File: src/rtl/nfa_pkg.sv
package nfa_pkg;

    localparam int MAX_PATS = 8;
    localparam int MAX_LEN  = 16;

    // One pattern position: two acceptable codes (equal for a plain literal),
    // wildcard, optional-group membership and group head marker.
    typedef struct packed {
        logic       used;
        logic       head;
        logic       opt;
        logic       wild;
        logic [7:0] alt;
        logic [7:0] chr;
    } elem_t;

    typedef elem_t [MAX_LEN-1:0]  pat_row_t;
    typedef pat_row_t [MAX_PATS-1:0] pat_set_t;

    function automatic elem_t mk(input logic [7:0] c, input logic [7:0] a,
                                 input logic w, input logic o, input logic h);
        elem_t e;
        e.used = 1'b1;
        e.head = h;
        e.opt  = o;
        e.wild = w;
        e.alt  = a;
        e.chr  = c;
        return e;
    endfunction

    function automatic elem_t lit(input logic [7:0] c);
        return mk(c, c, 1'b0, 1'b0, 1'b0);
    endfunction

    function automatic int row_len(input pat_row_t r);
        int n = 0;
        while (n < MAX_LEN && r[n].used) n++;
        return n;
    endfunction

    function automatic int grp_head(input pat_row_t r, input int j);
        int h = j;
        while (h > 0 && !r[h].head) h--;
        return h;
    endfunction

    function automatic bit opt_end(input pat_row_t r, input int j);
        if (!r[j].opt) return 1'b0;
        if (j == MAX_LEN-1) return 1'b1;
        return !r[j+1].used || !r[j+1].opt || r[j+1].head;
    endfunction

    function automatic pat_set_t default_set();
        pat_set_t s = '0;
        s[0][0] = lit("a");
        s[0][1] = mk("b", "c", 1'b0, 1'b1, 1'b1);
        s[1][0] = lit("G");
        s[1][1] = mk("E", "E", 1'b0, 1'b1, 1'b1);
        s[1][2] = lit("T");
        s[2][0] = lit("x");
        s[2][1] = mk(8'h00, 8'h00, 1'b1, 1'b0, 1'b0);
        s[2][2] = lit("z");
        s[3][0] = lit("a");
        s[3][1] = lit("b");
        s[3][2] = mk("c", "c", 1'b0, 1'b1, 1'b1);
        s[3][3] = mk("d", "d", 1'b0, 1'b1, 1'b0);
        s[4][0] = lit("a");
        s[4][1] = lit("b");
        s[4][2] = lit("a");
        return s;
    endfunction

endpackage

File: src/rtl/nfa_elem.sv
module nfa_elem
    import nfa_pkg::*;
#(
    parameter elem_t CFG     = '0,
    parameter bit    FIRST   = 1'b0,
    parameter bit    OPT_END = 1'b0
) (
    input  logic       clk,
    input  logic       rst,
    input  logic       vld,
    input  logic       sop,
    input  logic [7:0] byte_in,
    input  logic       prev_st,
    input  logic       skip_now,
    output logic       now_o,
    output logic       st_o
);
    logic enable, cmp, hit;

    assign enable = FIRST ? 1'b1 : (prev_st & ~sop);
    assign cmp    = CFG.wild | (byte_in == CFG.chr) | (byte_in == CFG.alt);
    assign hit    = CFG.used & enable & cmp;
    assign now_o  = hit | (OPT_END & skip_now);

    always_ff @(posedge clk) begin
        if (rst)      st_o <= 1'b0;
        else if (vld) st_o <= now_o;
    end

    p_hold_r8: assert property (@(posedge clk) disable iff (rst)
        !vld |=> $stable(st_o));

    p_adv_r2: assert property (@(posedge clk) disable iff (rst)
        $rose(st_o) |-> $past(vld));

    if (!FIRST && !OPT_END) begin : g_sop_chk
        p_sop_r9: assert property (@(posedge clk) disable iff (rst)
            (vld && sop) |=> !st_o);
    end
endmodule

File: src/rtl/nfa_chain.sv
module nfa_chain
    import nfa_pkg::*;
#(
    parameter pat_row_t ROW = '0,
    parameter int       LEN = 4
) (
    input  logic       clk,
    input  logic       rst,
    input  logic       vld,
    input  logic       sop,
    input  logic [7:0] byte_in,
    output logic       done
);
    localparam int PLEN = (row_len(ROW) < LEN) ? row_len(ROW) : LEN;

    for (genvar j = 0; j < LEN; j++) begin : g_pos
        localparam bit OEND = opt_end(ROW, j);
        localparam int HEAD = grp_head(ROW, j);
        logic prev_w, skip_w, now_w, st_w;

        if (j == 0) begin : g_first
            assign prev_w = 1'b1;
        end else begin : g_next
            assign prev_w = g_pos[j-1].st_w;
        end

        if (OEND && HEAD > 0) begin : g_skip
            assign skip_w = g_pos[HEAD-1].now_w;
        end else begin : g_noskip
            assign skip_w = 1'b0;
        end

        nfa_elem #(
            .CFG     (ROW[j]),
            .FIRST   (j == 0),
            .OPT_END (OEND && HEAD > 0)
        ) i_elem (
            .clk      (clk),
            .rst      (rst),
            .vld      (vld),
            .sop      (sop),
            .byte_in  (byte_in),
            .prev_st  (prev_w),
            .skip_now (skip_w),
            .now_o    (now_w),
            .st_o     (st_w)
        );
    end

    if (PLEN > 0) begin : g_done
        assign done = g_pos[PLEN-1].now_w;
    end else begin : g_empty
        assign done = 1'b0;
    end
endmodule

File: src/rtl/nfa_matcher.sv
module nfa_matcher
    import nfa_pkg::*;
#(
    parameter int       NUM_PATS = 5,
    parameter int       PAT_LEN  = 4,
    parameter pat_set_t PATTERNS = default_set()
) (
    input  logic                clk,
    input  logic                rst,
    input  logic                in_valid,
    input  logic                in_sop,
    input  logic [7:0]          in_byte,
    output logic                hit_any,
    output logic [NUM_PATS-1:0] hit_vec
);
    logic [NUM_PATS-1:0] done;

    for (genvar p = 0; p < NUM_PATS; p++) begin : g_pat
        nfa_chain #(
            .ROW (PATTERNS[p]),
            .LEN (PAT_LEN)
        ) i_chain (
            .clk     (clk),
            .rst     (rst),
            .vld     (in_valid),
            .sop     (in_sop),
            .byte_in (in_byte),
            .done    (done[p])
        );
    end

    always_ff @(posedge clk) begin
        if (rst) begin
            hit_vec <= '0;
            hit_any <= 1'b0;
        end else begin
            hit_vec <= in_valid ? done : '0;
            hit_any <= in_valid & (|done);
        end
    end

    p_any_or_r11: assert property (@(posedge clk) disable iff (rst)
        hit_any == (|hit_vec));

    p_idle_quiet_r8: assert property (@(posedge clk) disable iff (rst)
        !in_valid |=> (hit_vec == '0));

    p_pulse_r10: assert property (@(posedge clk) disable iff (rst)
        hit_any |-> $past(in_valid));

    initial begin
        assert (NUM_PATS >= 1 && NUM_PATS <= MAX_PATS);
        assert (PAT_LEN >= 1 && PAT_LEN <= MAX_LEN);
    end
endmodule

File: config.mk
export PLATFORM = sky130hd
export DESIGN_NAME = nfa_matcher
export DESIGN_NICKNAME = d
export VERILOG_FILES = /design/src/rtl/nfa_pkg.sv /design/src/rtl/nfa_elem.sv /design/src/rtl/nfa_chain.sv /design/src/rtl/nfa_matcher.sv
export SDC_FILE = /design/constraint.sdc
export NUM_CORES = 1
export LEC_CHECK = 0
export BUFFER_PORTS_ARGS = -buffer_cell sky130_fd_sc_hd__clkbuf_2
export CORE_AREA = 2 2 39 41
export CTS_CLUSTER_SIZE = 28
export DETAILED_ROUTE_END_ITERATION = 7
export DIE_AREA = 0 0 41 43
export PLACE_DENSITY = 0.69
export SETUP_SLACK_MARGIN = 0.05
export SLEW_MARGIN = 20
export SYNTH_ARGS = -nofsm -noshare
export SYNTH_HDL_FRONTEND = slang
export SYNTH_SLANG_ARGS = --single-unit
File: constraint.sdc
create_clock -name clk -period 2.1 [get_ports clk]
set_clock_uncertainty 0.15 [all_clocks]
set_input_delay 0.42 -clock clk [delete_from_list [all_inputs] [get_ports clk]]
set_output_delay 0.42 -clock clk [all_outputs]
set_load 0.005 [all_outputs]
Yosys cells after proc, flatten, opt, wreduce, memory -nomap -nowiden

Cells that the tools add are included.

Bits in writable memories: 0
Bits in registers: 13
Output and inout bits: 6
Input port bits: 12
Bits in read-only memories: 0
Latch bits: 0
Memories: 0

Reduce and logical (&&, ||, !) cells: 2
Bitwise logic cells: 22
Shift operators: 0
Muxes and demuxes: 0
Multipliers: 0
Add/subtract/negate cells: 0
$lt $le $gt $ge: 0
Eq/ne operators: 9
Divide/modulo/power cells: 0

Operators by type and width:

| cell                                                 | number |
|---|---|
| equality test 8 x 7 -> 1 bit (second input constant) | 9 |
| bitwise AND 1 bit                                    | 16 |
| OR reduction 5 bit                                   | 1 |
| OR 1 bit                                             | 4 |
| NOT 1 bit                                            | 2 |
| OR reduction 2 bit                                   | 1 |

Logic depth before layout (Yosys ltp)

Depth in word-level cells: 6
Gate-level depth with buffers: 5
Gate-level depth less buffers: 4

Cells and area by module

A second synthesis with hierarchy kept.

Cell total of the unflattened synthesis: 142
Area, all modules: 1380.1 µm²

Modules (own cells, without submodules):

| module                                           | cells an instance | times used | area an instance (µm²) |
|---|---|---|---|
| nfa_elem at g_pat[1].i_chain.g_pos[0].i_elem ... | 8                 | 5          | 77.6 |
| nfa_elem at g_pat[3].i_chain.g_pos[1].i_elem ... | 9                 | 3          | 87.6 |
| nfa_elem at g_pat[0].i_chain.g_pos[0].i_elem ... | 7                 | 3          | 76.3 |
| nfa_matcher                                      | 14                | 1          | 173.9 |
| nfa_elem at g_pat[1].i_chain.g_pos[2].i_elem     | 8                 | 1          | 85.1 |
| nfa_elem at g_pat[3].i_chain.g_pos[2].i_elem     | 9                 | 1          | 85.1 |
| nfa_elem at g_pat[0].i_chain.g_pos[1].i_elem     | 8                 | 1          | 71.3 |
| nfa_elem at g_pat[2].i_chain.g_pos[1].i_elem     | 5                 | 1          | 47.5 |
| nfa_chain                                        | 2                 | 5          | 7.5 |

Worst setup path before layout

Ideal clock, no wire load.

Kind: input-to-reg
From: input rst
To: register hit_any
Slack: 0.441 ns
Cell stages on the path: 5
Arrival time: 1.445 ns
Required time: 1.886 ns
Path through: clkbuf_1 > nor2b_1 > nand3_1 > or4_1 > nand4_1

RTL lines:

| element              | line              | RTL |
|---|---|---|
| start, declared      | nfa_matcher.sv:9  | `input logic rst,` |
| end signal, assigned | nfa_matcher.sv:38 | `hit_any <= in_valid & (\|done);` |
| end, declared        | nfa_matcher.sv:13 | `output logic hit_any,` |

Worst setup path after layout

From: input in_byte[4]
To: register g_pat[1].i_chain.g_pos[1].i_elem.st_o

Word-level cells in the longest chain between the ends: 3
Elaborated cells between the ends (all ways): 4

RTL lines:

| element                      | line              | RTL |
|---|---|---|
| start, declared              | nfa_matcher.sv:12 | `input logic [7:0] in_byte,` |
| equality test 8 x 7 -> 1 bit | nfa_elem.sv:21    | `assign cmp = CFG.wild \| (byte_in == CFG.chr) \| (byte_in == CFG.alt);` |
| bitwise AND 1 bit            | nfa_elem.sv:22    | `assign hit = CFG.used & enable & cmp;` |
| OR 1 bit *                   | nfa_elem.sv:23    | `assign now_o = hit \| (OPT_END & skip_now);` |
| end signal, assigned         | nfa_elem.sv:27    | `else if (vld) st_o <= now_o;` |
| end, declared                | nfa_elem.sv:16    | `output logic st_o` |

Mark *: on every way between the ends. The rest lies on a longest branch, timed or not.
A chain may end at the register's enable or synchronous reset.

==> run metrics <==
fmax 632.1 MHz; warnings from Yosys 0; Leak 0.3259 nW; diodes inserted 0; primary flip-flop cell chosen by synthesis mapping sky130_fd_sc_hd__dfxtp_1; count of endpoints failing hold in the final timing report 0; setup slack of the worst register-to-register path 0.91 ns; FF+latch count, synth 13; post-layout min period 1.582 ns; first drt pass iteration count 4; clock-pin slew on the worst setup and hold paths 0.08 ns; Layout Nets 105; area share of and/or/nand/nor cells after synthesis 41.18%; number of buffers created by CTS 3; buffer count from post-CTS setup fixing 0; Power Density 620.4 nW/µm²; endpoint of the worst hold-timing path hit_vec[4]; part of the cycle the worst path needs 75.33%; Area Overhead vs Synth 23.75%; vias after detailed routing 563; row count 14; setup total negative slack 0 ns; kind of start point of the critical path input pin; final non-filler cell total 108; vias per std cell 5.213; Worst Reg-to-Reg Cells 4; post-synthesis compound-gate area fraction 8.932%; fraction of synthesized cell area taken by the top area cell type 45.32%; EDFF count, synth 0; hold path startpoint in_sop; final non-filler cell area 710.7 µm²; largest family of logic cells by synthesized area simple AND/OR/NAND/NOR gates; maximum level of the CTS H-tree 1; number of buffers inserted by hold repair at cts 0; Post-DRT Antenna Nets 0; Boundary Pins 18; total placed cells including tap cells 104; clk sinks 13; crit path cell chain clkbuf_2 > or3b_4 > nor4_1 > o21ai_0 > a21oi_1; DRT Wirelength 1215 µm; global-route usage over all layers 16.90%; Hold Crit Class in2reg; RR Startpoint g_pat[3].i_chain.g_pos[0].i_elem.st_o; fraction of synthesized area in multiplexers 0%; number of instances in the synthesized netlist 71; starting density of the core 41.50%; Area after DPL 683.2 µm²; hold path depth 2; maximum number of pins on one net before global-route repair 9; CTS tree built; Syn Area/Cell 8.089 µm²; final hold slack 0.2443 ns; insertion delay of the later-clocked pin in the worst-skew pair 0.28 ns; final-report max-slew violation count 0; maximum fanout along the worst path 5; initial antenna violation count 0; share of async-settable or async-resettable flops after synthesis 0%; share of final-layout standard cells stronger than drive strength 1 27.17%; number of endpoints failing setup at the final stage 0; leading cell type in the layout, fill and taps excluded sky130_fd_sc_hd__clkbuf_2; type of element capturing the critical path register; global placer's final weighted congestion 0.9358; Synth cell types 21; wire length per cell 11.25 µm; most used cells in the layout excluding fill and tap cells sky130_fd_sc_hd__clkbuf_2 (17), sky130_fd_sc_hd__dfxtp_1 (13), sky130_fd_sc_hd__nand2_1 (10); Worst Setup Slack, final 0.5180 ns; Worst EP arrival 1.65 ns; aggregate global routing overflow 0; post-CTS sizing 0; worst setup slack after placement 0.2520 ns; Chip Height 43 µm; die area 1763 µm²; ranking of synthesized cells by area sky130_fd_sc_hd__dfxtp_1 (45%), sky130_fd_sc_hd__nand2_1 (6.5%), sky130_fd_sc_hd__nor2_1 (4.6%); via count of the first global-routing pass 477; library cell with the largest summed area after synthesis sky130_fd_sc_hd__dfxtp_1; count of input and output buffers 17; half-perimeter wire length after detailed placement 947.8 µm; result of the run finished, final reports clean; transition time at the pin with the least slew margin 0.3846 ns; syn nets 83; Core Area 1384 µm²; count of max-cap constraint violations 0; relative slew slack 74.12%; required time worst endpoint 2.16 ns; capture point of the worst reg-to-reg path hit_any; total standard cell area after synthesis 574.3 µm²; critical path type in2reg; synthesized-area fraction occupied by xor and xnor cells 0%; largest buffer count on any clock path 2; violation count after the first detailed-route iteration 12; RSZ-0062 raised after global routing no; number of DRC violations after detailed routing 0; wire length of the first global-routing pass 1980 µm; worst stage delay on the critical path 0.42 ns; width of the die 41 µm; CP max stage cell sky130_fd_sc_hd__or3b_4; clock root buffer master sky130_fd_sc_hd__clkbuf_4; arithmetic-cell share of the synthesized area counting full adders, half adders and majority gates 0%; Peak supply drop 251.3 µV; Seq/Total Area, Yosys 45.32%
power by group:
| part | leakage, nW | internal (mW) | switching [mW] | total (mW) |
|---|---|---|---|---|
| registers | 0.105 | 0.246 | 0.0000682 | 0.246 |
| logic | 0.203 | 0.0167 | 0.0232 | 0.0399 |
| clock network | 0.0177 | 0.0707 | 0.0839 | 0.155 |
through the flow:
stage / util [%] / power [mW]
2_1_floorplan: - / 0.2697
3_3_place_gp: 49.37 / 0.2909
3_5_place_dp: 49.37 / 0.2909
4_1_cts: 51.36 / 0.4446
5_1_grt: 51.36 / 0.4743
6_report: 51.36 / 0.4409
synthesized netlist by cell type (all sizes together), types with 2 or more instances:
library cell   n
or4            2
nand4          2
nand2         10
nand3b         2
or3b           2
nor4           4
nand3          3
o21ai          3
inv            6
a21oi          4
nor2b          3
nor2           7
dfxtp         13
nand2b         4
cells by family (layout without fill, tap and decap cells):
family,count (synthesis),after routing
flip-flops,13,13
AND/OR/NAND/NOR,42,42
buffers and inverters,7,28
AO/OA/AOI/OAI,9,9
worst max-delay path: cells and delay by family:
kind / cells / cell delay [ns]
compound gates: 2 / 0.31
simple gates: 2 / 0.82
buf+inv: 1 / 0.10
layout make-up:
cell class	instances	area, µm²
multi-input cells	51	287.8
fillers	131	673.1
repair buffers	18	92.59
well taps	16	20.02
clock inverters	1	5.005
clock buffers	3	22.52
inverters	6	22.52
flip-flops and latches	13	260.3
worst max-delay path by stage:
stage | from | end | slack, ns | depth (start not counted)
after floorplan | rst | hit_any | 0.44 | 5
after global placement | in_valid | hit_any | 0.26 | 5
after detailed placement | in_byte[4] | g_pat[1].i_chain.g_pos[1].i_elem.st_o | 0.25 | 5
after CTS | in_byte[4] | g_pat[1].i_chain.g_pos[1].i_elem.st_o | 0.54 | 5
after global routing | in_byte[4] | g_pat[1].i_chain.g_pos[1].i_elem.st_o | 0.43 | 5
final | in_byte[4] | g_pat[1].i_chain.g_pos[1].i_elem.st_o | 0.52 | 5
flip-flops by register name, indices dropped and copies added, names as in the netlist:
signal and count:
g_pat.i_chain.g_pos.i_elem.st_o 7, hit_vec 5, hit_any 1
metal layers:
| metal | wire length [µm] | GRT usage (%) | vias up |
|---|---|---|---|
| li1 | - | - | 288 |
| met1 | 550 | 22.33 | 238 |
| met2 | 523 | 24.38 | 32 |
| met3 | 106 | 4.712 | 5 |
| met4 | 36 | 8.000 | 0 |
| met5 | 0 | 0 | - |
No activity file was read; power rests on OpenSTA's default activity.
